`config.mk`:
```
export PLATFORM = sky130hd
export DESIGN_NAME = msi_irq_aggregator
export DESIGN_NICKNAME = d
export VERILOG_FILES = /design/src/rtl/msi_agg_pkg.sv /design/src/rtl/msi_bus_decode.sv /design/src/rtl/msi_group.sv /design/src/rtl/msi_read_mux.sv /design/src/rtl/msi_irq_aggregator.sv
export SDC_FILE = /design/constraint.sdc
export NUM_CORES = 1
export LEC_CHECK = 0
export BUFFER_PORTS_ARGS = -buffer_cell sky130_fd_sc_hd__buf_2
export CAP_MARGIN = 10
export CORE_MARGIN = 8
export CORE_UTILIZATION = 40
export DETAILED_ROUTE_END_ITERATION = 12
export MAX_ROUTING_LAYER = met4
export PLACE_DENSITY = 0.66
export SYNTH_ARGS = -nofsm -noshare
export SYNTH_HDL_FRONTEND = slang
export SYNTH_SLANG_ARGS = --single-unit
export TNS_END_PERCENT = 5
```
`constraint.sdc`:
```
create_clock -name clk -period 3.1 [get_ports clk]
set_input_delay 0.31 -clock clk [delete_from_list [all_inputs] [get_ports clk]]
set_output_delay 0.31 -clock clk [all_outputs]
set_load 0.03 [all_outputs]
```
`src/rtl/msi_agg_pkg.sv`:
```
package msi_agg_pkg;
  localparam int unsigned EOI_OFS     = 32'h050;
  localparam int unsigned TRIG_OFS    = 32'h054;
  localparam int unsigned GRP_BASE    = 32'h100;
  localparam int unsigned GRP_STRIDE  = 32'h010;
  localparam int unsigned STRIDE_SH   = 4;
  localparam int unsigned EOI_FIRST   = 4;

  typedef enum logic [1:0] {
    KIND_RAW    = 2'd0,
    KIND_MASKED = 2'd1,
    KIND_EN_SET = 2'd2,
    KIND_EN_CLR = 2'd3
  } reg_kind_e;
endpackage

```
`src/rtl/msi_bus_decode.sv`:
```
module msi_bus_decode
  import msi_agg_pkg::*;
#(
  parameter int unsigned NUM_GROUPS     = 8,
  parameter int unsigned BITS_PER_GROUP = 4,
  parameter int unsigned ADDR_W         = 12,
  parameter int unsigned DATA_W         = 32,
  localparam int unsigned TOT_W = NUM_GROUPS * BITS_PER_GROUP,
  localparam int unsigned GRP_W = $clog2(NUM_GROUPS),
  localparam int unsigned BIT_W = $clog2(BITS_PER_GROUP),
  localparam int unsigned VEC_W = GRP_W + BIT_W
) (
  input  logic                bus_we,
  input  logic [ADDR_W-1:0]   bus_addr,
  input  logic [DATA_W-1:0]   bus_wdata,
  output logic [TOT_W-1:0]    set_bits,
  output logic [TOT_W-1:0]    clr_bits,
  output logic [TOT_W-1:0]    en_set_bits,
  output logic [TOT_W-1:0]    en_clr_bits,
  output logic [NUM_GROUPS-1:0] eoi_hit,
  output logic                grp_hit,
  output logic [GRP_W-1:0]    grp_idx,
  output reg_kind_e           grp_kind
);
  logic [ADDR_W-1:0] grp_off;
  logic [GRP_W-1:0]  vec_grp;
  logic [BIT_W-1:0]  vec_bit;
  logic [DATA_W-1:0] eoi_rel;
  logic              eoi_ok;

  always_comb begin
    grp_off  = bus_addr - ADDR_W'(GRP_BASE);
    grp_hit  = (bus_addr >= ADDR_W'(GRP_BASE)) &&
               (bus_addr <  ADDR_W'(GRP_BASE + NUM_GROUPS * GRP_STRIDE)) &&
               (bus_addr[1:0] == 2'b00);
    grp_idx  = grp_off[STRIDE_SH +: GRP_W];
    grp_kind = reg_kind_e'(grp_off[3:2]);

    vec_grp  = bus_wdata[GRP_W-1:0];
    vec_bit  = bus_wdata[VEC_W-1:GRP_W];
    eoi_rel  = bus_wdata - DATA_W'(EOI_FIRST);
    eoi_ok   = (bus_wdata >= DATA_W'(EOI_FIRST)) &&
               (bus_wdata <  DATA_W'(EOI_FIRST + NUM_GROUPS));

    set_bits    = '0;
    clr_bits    = '0;
    en_set_bits = '0;
    en_clr_bits = '0;
    eoi_hit     = '0;

    if (bus_we) begin
      if (bus_addr == ADDR_W'(TRIG_OFS)) begin
        set_bits = TOT_W'(1) << {vec_grp, vec_bit};
      end
      if ((bus_addr == ADDR_W'(EOI_OFS)) && eoi_ok) begin
        eoi_hit = NUM_GROUPS'(1) << eoi_rel[GRP_W-1:0];
      end
      if (grp_hit) begin
        unique case (grp_kind)
          KIND_MASKED: clr_bits[grp_idx*BITS_PER_GROUP +: BITS_PER_GROUP]    = bus_wdata[BITS_PER_GROUP-1:0];
          KIND_EN_SET: en_set_bits[grp_idx*BITS_PER_GROUP +: BITS_PER_GROUP] = bus_wdata[BITS_PER_GROUP-1:0];
          KIND_EN_CLR: en_clr_bits[grp_idx*BITS_PER_GROUP +: BITS_PER_GROUP] = bus_wdata[BITS_PER_GROUP-1:0];
          default: ;
        endcase
      end
    end
  end
endmodule

```
`src/rtl/msi_group.sv`:
```
module msi_group #(
  parameter int unsigned BITS_PER_GROUP = 4
) (
  input  logic                      clk,
  input  logic                      rst_n,
  input  logic [BITS_PER_GROUP-1:0] set_bits,
  input  logic [BITS_PER_GROUP-1:0] clr_bits,
  input  logic [BITS_PER_GROUP-1:0] en_set_bits,
  input  logic [BITS_PER_GROUP-1:0] en_clr_bits,
  input  logic                      eoi,
  output logic [BITS_PER_GROUP-1:0] raw_q,
  output logic [BITS_PER_GROUP-1:0] en_q,
  output logic                      irq_q
);
  logic [BITS_PER_GROUP-1:0] raw_d, en_d, masked;
  logic raw_upd, en_upd, fire, armed_q, armed_d;

  // next-state
  always_comb begin
    raw_d   = (raw_q & ~clr_bits) | set_bits;
    raw_upd = (|set_bits) | (|clr_bits);
    en_d    = (en_q | en_set_bits) & ~en_clr_bits;
    en_upd  = (|en_set_bits) | (|en_clr_bits);
    masked  = raw_q & en_q;
    fire    = armed_q & (|masked);
    armed_d = fire ? 1'b0 : (armed_q | eoi);
  end

  // registers
  always_ff @(posedge clk or negedge rst_n) begin
    if (!rst_n) begin
      raw_q   <= '0;
      en_q    <= '0;
      armed_q <= 1'b1;
      irq_q   <= 1'b0;
    end else begin
      if (raw_upd) raw_q <= raw_d;
      if (en_upd)  en_q  <= en_d;
      armed_q <= armed_d;
      irq_q   <= fire;
    end
  end
endmodule

```
`src/rtl/msi_read_mux.sv`:
```
module msi_read_mux
  import msi_agg_pkg::*;
#(
  parameter int unsigned NUM_GROUPS     = 8,
  parameter int unsigned BITS_PER_GROUP = 4,
  parameter int unsigned DATA_W         = 32,
  localparam int unsigned TOT_W = NUM_GROUPS * BITS_PER_GROUP,
  localparam int unsigned GRP_W = $clog2(NUM_GROUPS)
) (
  input  logic              grp_hit,
  input  logic [GRP_W-1:0]  grp_idx,
  input  reg_kind_e         grp_kind,
  input  logic [TOT_W-1:0]  raw_all,
  input  logic [TOT_W-1:0]  en_all,
  output logic [DATA_W-1:0] rdata
);
  logic [BITS_PER_GROUP-1:0] raw_sel, en_sel;

  always_comb begin
    raw_sel = raw_all[grp_idx*BITS_PER_GROUP +: BITS_PER_GROUP];
    en_sel  = en_all[grp_idx*BITS_PER_GROUP +: BITS_PER_GROUP];
    rdata   = '0;
    if (grp_hit) begin
      unique case (grp_kind)
        KIND_RAW:    rdata[BITS_PER_GROUP-1:0] = raw_sel;
        KIND_MASKED: rdata[BITS_PER_GROUP-1:0] = raw_sel & en_sel;
        default:     rdata[BITS_PER_GROUP-1:0] = en_sel;
      endcase
    end
  end
endmodule

```
`src/rtl/msi_irq_aggregator.sv`:
```
module msi_irq_aggregator
  import msi_agg_pkg::*;
#(
  parameter int unsigned NUM_GROUPS     = 8,
  parameter int unsigned BITS_PER_GROUP = 4,
  parameter int unsigned ADDR_W         = 12,
  parameter int unsigned DATA_W         = 32
) (
  input  logic                  clk,
  input  logic                  rst_n,
  input  logic                  bus_we,
  input  logic [ADDR_W-1:0]     bus_addr,
  input  logic [DATA_W-1:0]     bus_wdata,
  output logic [DATA_W-1:0]     bus_rdata,
  output logic [NUM_GROUPS-1:0] irq_o
);
  localparam int unsigned TOT_W = NUM_GROUPS * BITS_PER_GROUP;
  localparam int unsigned GRP_W = $clog2(NUM_GROUPS);

  logic [1:0]            rst_sync_q;
  logic                  rst_int_n;
  logic [TOT_W-1:0]      set_bits, clr_bits, en_set_bits, en_clr_bits;
  logic [TOT_W-1:0]      raw_all, en_all;
  logic [NUM_GROUPS-1:0] eoi_hit;
  logic                  grp_hit;
  logic [GRP_W-1:0]      grp_idx;
  reg_kind_e             grp_kind;

  // asynchronous assert, synchronous release
  always_ff @(posedge clk or negedge rst_n) begin
    if (!rst_n) rst_sync_q <= 2'b00;
    else        rst_sync_q <= {rst_sync_q[0], 1'b1};
  end
  assign rst_int_n = rst_sync_q[1];

  msi_bus_decode #(
    .NUM_GROUPS(NUM_GROUPS), .BITS_PER_GROUP(BITS_PER_GROUP),
    .ADDR_W(ADDR_W), .DATA_W(DATA_W)
  ) u_decode (
    .bus_we(bus_we), .bus_addr(bus_addr), .bus_wdata(bus_wdata),
    .set_bits(set_bits), .clr_bits(clr_bits),
    .en_set_bits(en_set_bits), .en_clr_bits(en_clr_bits),
    .eoi_hit(eoi_hit), .grp_hit(grp_hit), .grp_idx(grp_idx),
    .grp_kind(grp_kind)
  );

  for (genvar g = 0; g < NUM_GROUPS; g++) begin : g_grp
    msi_group #(.BITS_PER_GROUP(BITS_PER_GROUP)) u_group (
      .clk(clk), .rst_n(rst_int_n),
      .set_bits(set_bits[g*BITS_PER_GROUP +: BITS_PER_GROUP]),
      .clr_bits(clr_bits[g*BITS_PER_GROUP +: BITS_PER_GROUP]),
      .en_set_bits(en_set_bits[g*BITS_PER_GROUP +: BITS_PER_GROUP]),
      .en_clr_bits(en_clr_bits[g*BITS_PER_GROUP +: BITS_PER_GROUP]),
      .eoi(eoi_hit[g]),
      .raw_q(raw_all[g*BITS_PER_GROUP +: BITS_PER_GROUP]),
      .en_q(en_all[g*BITS_PER_GROUP +: BITS_PER_GROUP]),
      .irq_q(irq_o[g])
    );
  end

  msi_read_mux #(
    .NUM_GROUPS(NUM_GROUPS), .BITS_PER_GROUP(BITS_PER_GROUP), .DATA_W(DATA_W)
  ) u_rmux (
    .grp_hit(grp_hit), .grp_idx(grp_idx), .grp_kind(grp_kind),
    .raw_all(raw_all), .en_all(en_all), .rdata(bus_rdata)
  );
endmodule

```
After elaboration in Yosys (flattened, before gate mapping)
Index checks and enable logic that the tools add are counted.

Add/sub/neg operators: 3. Order comparisons: 4. Eq/ne operators: 5. Shifts and indexed selects: 6. Muxes and demuxes: 23. Bitwise gates (word level): 90. Reduce and logical (&&, ||, !) cells: 46.

Operator list (number): 32-bit 2-to-1 mux (11); 4-bit OR reduction (40); 4-bit AND (25); 4-bit inverter (16); 4-bit OR (16); 32-bit by 6-bit indexed part select with 4-bit output (2); 5-bit negator with 34-bit output (1); 4-bit by 34-bit variable shift with 32-bit output, first input constant (1); 4-bit by 34-bit indexed part select with 32-bit output (1); 32-bit AND (1); 32-bit by 3-bit greater-or-equal comparator with 1-bit output, second input constant (1); 32-bit by 4-bit < comparator with 1-bit output, second input constant (1); 1-bit by 5-bit << shifter with 32-bit output, first input constant (1); 12-bit by 7-bit == test with 1-bit output, second input constant (2); 1-bit OR (24); 8-bit 2-to-1 mux (2); 12-bit by 9-bit greater-or-equal comparator with 1-bit output, second input constant (1); 12-bit by 9-bit < comparator with 1-bit output, second input constant (1); 1-bit AND (8); 1-bit 2-to-1 mux (8); 4-bit case mux with 2 select lines (1); 1-bit by 3-bit << shifter with 8-bit output, first input constant (1); 7-bit by 1-bit subtractor with 7-bit output, second input constant (1); 2-bit == test, second input constant (2); 5 further kinds (9).

Flip-flop bits (word level): 82. Input port bits: 47. Output and inout port bits: 40. Word-level logic and storage cells: 210.

Depth between registers and ports, before layout
Depth in word-level cells: 10. Depth in mapped cells: 10.

Cells and area by module
Synthesis repeated with hierarchy kept, for this count alone.

Cell total of the unflattened synthesis: 580. Area, all modules: 5291.3 um^2.

By module, submodules not included: msi_group (instances 8, cells each 31, area an instance 376.6 um^2, sequential area each 251.5 um^2); msi_bus_decode (instances 1, cells each 265, area an instance 1480.2 um^2, sequential area each 0.0 um^2); msi_read_mux (instances 1, cells each 64, area an instance 744.5 um^2, sequential area each 0.0 um^2); msi_irq_aggregator (instances 1, cells each 3, area an instance 53.8 um^2, sequential area each 50.0 um^2).

Worst setup path before layout
OpenSTA, ideal clock, no wires.

Path type: input port to flip-flop. Start: in bus_addr[4]. End: reg g_grp[0].u_group.en_q[0]. Setup time: 0.135 ns. Arrival: 2.266 ns. Setup slack: 0.699 ns. Stages on the path: 9. Path buffers: 2. Cells stage by stage: buf_2 -> clkbuf_1 -> inv_1 -> ha_1 -> ha_1 -> nor4_1 -> nand2_1 -> o21ai_0 -> o31ai_1.

Word-level cells in the longest chain between the ends: 9. Elaborated cells between the ends (all ways): 21. Classes of those cells: 2 x add/sub; 2 x order compare; 2 x shift; 6 x mux; 5 x bitwise; 4 x reduce/logical.

Ends and longest elaborated chain: start, declared (RTL line msi_irq_aggregator.sv:12) `input logic [ADDR_W-1:0] bus_addr,`; 7-bit by 1-bit subtractor with 7-bit output (RTL line msi_bus_decode.sv:32) `grp_off = bus_addr - ADDR_W'(GRP_BASE);`; 5-bit negator with 34-bit output (RTL line msi_bus_decode.sv:61, msi_bus_decode.sv:62); 4-bit by 34-bit indexed part select with 32-bit output / 4-bit by 34-bit variable shift with 32-bit output (equally long branches) (RTL line msi_bus_decode.sv:61, msi_bus_decode.sv:62); 32-bit AND (no line); 32-bit 2-to-1 mux (RTL line msi_bus_decode.sv:59) `unique case (grp_kind)`; 32-bit 2-to-1 mux (RTL line msi_bus_decode.sv:58) `if (grp_hit) begin`; 32-bit 2-to-1 mux (RTL line msi_bus_decode.sv:51) `if (bus_we) begin`; 4-bit OR reduction (tied with other cells) (RTL line msi_group.sv:23) `en_upd = (|en_set_bits) | (|en_clr_bits);`; 1-bit OR / 4-bit AND (equally long branches) (RTL line msi_group.sv:23, msi_group.sv:22); end signal, assigned (RTL line msi_group.sv:38) `if (en_upd) en_q <= en_d;`; end, declared (RTL line msi_group.sv:12) `output logic [BITS_PER_GROUP-1:0] en_q,`.

Several ways; a longest one is shown, not always the timed one. A chain may end at the register's enable or synchronous reset.

Final worst setup path
Start: in bus_addr[5]. End: out bus_rdata[3].

Word-level cells in the longest chain between the ends: 5. Elaborated cells between the ends (all ways): 10. Classes of those cells: 1 x add/sub; 2 x order compare; 2 x shift; 2 x mux; 1 x bitwise; 2 x reduce/logical.

Ends and longest elaborated chain: 7-bit by 1-bit subtractor with 7-bit output (RTL line msi_bus_decode.sv:32); 32-bit by 6-bit indexed part select with 4-bit output, on equally long branches (RTL line msi_read_mux.sv:20, msi_read_mux.sv:21); 4-bit AND (RTL line msi_read_mux.sv:26) `KIND_MASKED: rdata[BITS_PER_GROUP-1:0] = raw_sel & en_sel;`; 4-bit case mux with 2 select lines (RTL line msi_read_mux.sv:24) `unique case (grp_kind)`; 4-bit 2-to-1 mux (*) (RTL line msi_read_mux.sv:23) `if (grp_hit) begin`; end, declared (RTL line msi_irq_aggregator.sv:14) `output logic [DATA_W-1:0] bus_rdata,`.

Every way passes the cells marked *; elsewhere a longest branch is shown, timed or not.

==> out/summary.md <==
Wire segments on met2 add up to 6.873 mm in the final route. Global routing finished with a remaining overflow of 0. In this design, the stage delay of the slowest critical-path cell is 520 ps. The fraction of final layout cells with drive strength greater than 1 came out at 0.2265. The synthesized design contains 0 enable-type register cells.

Detailed placement ended at an HPWL of 10.52 mm. The detail route stage leaves a number of antenna-violating nets equal to 0. Number of buffer cells added on primary ports: 58. Static leakage: 2.284 nW.

The netlist uses 44 different library cells. The clock period minus final worst setup slack is 2356 ps. The final routed wire length divided by cell count works out to 22.34 um. Broken down by cell family, the worst path's largest delay share belongs to buffers and inverters.

The floorplan die area is 0.01533 mm^2. The first global-routing pass estimated 22.05 mm of wire. The signal on the critical path passes through buf_2, buf_4, mux4_2, and2_1, a211oi_1, nor3_1, buf_2.

STA classifies the critical path endpoint as an output port. The logs give 0.2709 mV for the peak ir drop on the vdd network and 3 for the maximum level of the CTS H-tree. Buffers inserted during clock tree synthesis total 9. The highest clock frequency the design can meet came out at 424.5 MHz. The total of max-cap violations was 0. For the initial core utilization, the log shows 0.4089.

The slew at the pin with the worst max-slew slack works out to 1016 ps. The tools report the met1 routed wirelength after detailed routing as 5.692 mm. The number of warnings reported in the yosys synthesis log is 0, and the initial DRC count is 481.

Dividing total power by cell area gives a power density of 465.3 mW/mm^2. The number of rows created at floorplan came out at 39. For the post-layout net count, the log shows 547. Setup violations remaining at the end of the flow were counted as 0. The antenna cell count is 0. The critical path data arrival time was 2050 ps; the number of endpoints with negative hold slack in the final report was 0. The remaining max-slew budget at the tightest pin is 0.3225. The cell count after synthesis came out at 452. By instance count, the leading cell after synthesis is sky130_fd_sc_hd__o21ai_0.

After detailed routing, the number of remaining DRC violations is 0. Counting instances in the post-synthesis netlist gives the leading cell types as 79 x sky130_fd_sc_hd__o21ai_0, 74 x sky130_fd_sc_hd__dfrtp_1, 39 x sky130_fd_sc_hd__o31ai_1, 36 x sky130_fd_sc_hd__buf_4, 21 x sky130_fd_sc_hd__nor2_1. The layout overhead on the synthesized area works out to 12.51%. The most numerous cell type found on the critical path is sky130_fd_sc_hd__buf_2. The number of sinks driven by the clock tree came out at 82. After clock tree synthesis, the clock-pin slew on the worst setup and hold paths is 60 ps. For the final-report max-slew violation count, the log shows 0. The number of vias in the routed layout was 3949; the logic depth of the worst register-to-register path was 4. Dividing the detail-routed via count by the number of cells gives 6.151.

The register-to-register setup slack was 1530 ps. The chip width is 123.8 um, and the async set-reset flop share out of synthesis is 1.000. The final core utilization was 0.4601. Startpoint-to-endpoint class of the critical path: input port to output port. In this run the critical register-to-register path is launched from g_grp[4].u_group.raw_q[2]. The sum of routed wire length over all layers came out at 14.35 mm. The layout has 1060 filler cells.

Yosys attributes the largest share of cell area to sky130_fd_sc_hd__dfrtp_1 40%, sky130_fd_sc_hd__o21ai_0 8.5%, sky130_fd_sc_hd__mux4_2 7.8%, sky130_fd_sc_hd__o31ai_1 6.3%, sky130_fd_sc_hd__buf_4 5.8%. The path class of the tightest hold or removal check is input port to asynchronous set/reset pin. The number of antenna violations at the first check in global routing was 0. The congestion estimate from routability-driven global placement came to 0.9592. The iteration count of the initial detailed-routing pass is 5, and the area of the core is 0.01137 mm^2. The run finished with clean final reports. The average instance in the mapped netlist occupies 10.29 um^2.

Setup repair after global routing left no endpoint under its margin. The clock arrives with 11.12 ps of skew. TritonCTS built the clock tree. The most used flip-flop cell after synthesis is sky130_fd_sc_hd__dfrtp_1. In this run, synthesis produced a sequential element count of 82. The cell sitting at the root of the clock tree is a sky130_fd_sc_hd__clkbuf_16. The peak fanout along the critical path came out at 12. The insertion delay of the later-clocked pin in the worst-skew pair was 340 ps; the number of primary I/O pins was 87.

Deepest clock path buffer count: 2. The number of global-route vias before repair was 3848. Routed signal wires occupy layers up through met4.

The synthesized design spends more area on one cell type than any other, namely sky130_fd_sc_hd__dfrtp_1. The startpoint class of the critical path was an input port. The endpoint identified for the worst register-to-register timing path is g_grp[4].u_group.armed_q. The die is 123.8 um tall. Summing every instance area after synthesis gives 0.004649 mm^2. Entering global routing, the biggest net connects 81 pins.

The run gives 0.4435 as the fraction of the yosys area taken by sequential cells. The global-route usage over all layers is 0.1969. The final cycle utilization of the critical path came out at 0.7599.

Summed over all nets, wire length on met3 after detailed routing comes to 1.255 mm. The slowest stage of the critical path belongs to the cell sky130_fd_sc_hd__mux4_2. The critical path contains buffers and inverters numbering 3 combined. STA puts the critical path data required time at 2790 ps.

The top cell type's share of synthesized area works out to 0.3983. Setup total negative slack on the finished layout was measured at 0 ps.
## report_power, final
| part | switching [mW] | leakage [nW] | internal [mW] | total, mW |
|---|---|---|---|---|
| registers | 0.0203 | 1.11 | 1.07 | 1.09 |
| logic | 0.143 | 1.02 | 0.0540 | 0.197 |
| clock network | 0.435 | 0.153 | 0.709 | 1.14 |
## sequential cells by signal, summed over array words and instances, names as in the netlist
register and cells:
g_grp.u_group.armed_q 8, rst_sync_q 2, g_grp.u_group.irq_q 8, g_grp.u_group.en_q 32, g_grp.u_group.raw_q 32
## repair_timing
action / CTS / global route
gates resized for setup: 0 / 0
setup buffers: 0 / 0
hold buffers: 1 / 0
endpoints found under the hold margin: 2 / 0
## stage by stage
stage	instance area (um^2)	instances	hold slack (ps)	power, mW	setup slack, ps
after CTS	5231	642	277.1	2.436	748.9
after floorplan	4751	479	14.41	1.265	661.1
final	5231	642	287.0	2.434	744.4
after global routing	5231	642	293.9	2.508	638.3
after detailed placement	4902	625	95.80	1.306	720.5
after global placement	4902	625	95.31	1.302	748.2
## cells in the final DEF, fill, tap and decap left out, types with 8 or more instances in the layout
cell type / instances
sky130_fd_sc_hd__nor2_1: 21
sky130_fd_sc_hd__nor2b_1: 14
sky130_fd_sc_hd__conb_1: 29
sky130_fd_sc_hd__o31ai_1: 39
sky130_fd_sc_hd__buf_2: 58
sky130_fd_sc_hd__nand3_1: 9
sky130_fd_sc_hd__a211oi_1: 8
sky130_fd_sc_hd__nand4_1: 10
sky130_fd_sc_hd__nand2_1: 18
sky130_fd_sc_hd__nor4_1: 10
sky130_fd_sc_hd__dfrtp_1: 73
sky130_fd_sc_hd__a221oi_1: 8
sky130_fd_sc_hd__dfstp_2: 8
sky130_fd_sc_hd__and2_1: 12
sky130_fd_sc_hd__o21ai_0: 79
sky130_fd_sc_hd__a22o_1: 8
sky130_fd_sc_hd__clkbuf_16: 9
sky130_fd_sc_hd__mux4_2: 16
## layer usage
| metal | track usage | vias up |
|---|---|---|
| li1 | - | 1740 |
| met1 | 0.2428 | 1946 |
| met2 | 0.3163 | 228 |
| met3 | 0.02720 | 35 |
| met4 | 0.08879 | 0 |
| met5 | - | - |
## cell type report
| cell class | instances | area [um^2] | share of cell area |
|---|---|---|---|
| multi-input cells | 330 | 2296 | 0.4389 |
| clock inverters | 6 | 90.09 | 0.01722 |
| repair buffers | 66 | 352.8 | 0.06745 |
| clock buffers | 10 | 229.0 | 0.04377 |
| well taps | 143 | 178.9 | 0.03420 |
| inverters | 5 | 18.77 | 0.003588 |
| flip-flops and latches | 82 | 2066 | 0.3949 |
## kinds of logic (layout without fill, tap and decap cells)
family / count (synthesis) / after routing / synth area share
xor+xnor: 1 / 1 / 0.001884
mux: 17 / 17 / 0.07966
simple gates: 126 / 126 / 0.1644
flops: 82 / 82 / 0.4435
compound gates: 151 / 151 / 0.2083
fa+ha+maj: 6 / 6 / 0.01615
other cells: 2 / 29 / 0.001615
buf+inv: 67 / 87 / 0.08450
## how the worst max path moves through the flow
stage | to | start | cells after the start | slack [ps]
2_1_floorplan | g_grp[0].u_group.en_q[0] | rst_sync_q[1] | 0 | 660
3_3_place_gp | g_grp[3].u_group.en_q[1] | bus_addr[4] | 8 | 750
3_5_place_dp | g_grp[3].u_group.en_q[1] | bus_addr[4] | 8 | 720
4_1_cts | bus_rdata[3] | bus_addr[5] | 7 | 750
5_1_grt | bus_rdata[2] | bus_addr[5] | 7 | 640
6_report | bus_rdata[3] | bus_addr[5] | 7 | 740
Power figures use the tool's default switching activity.
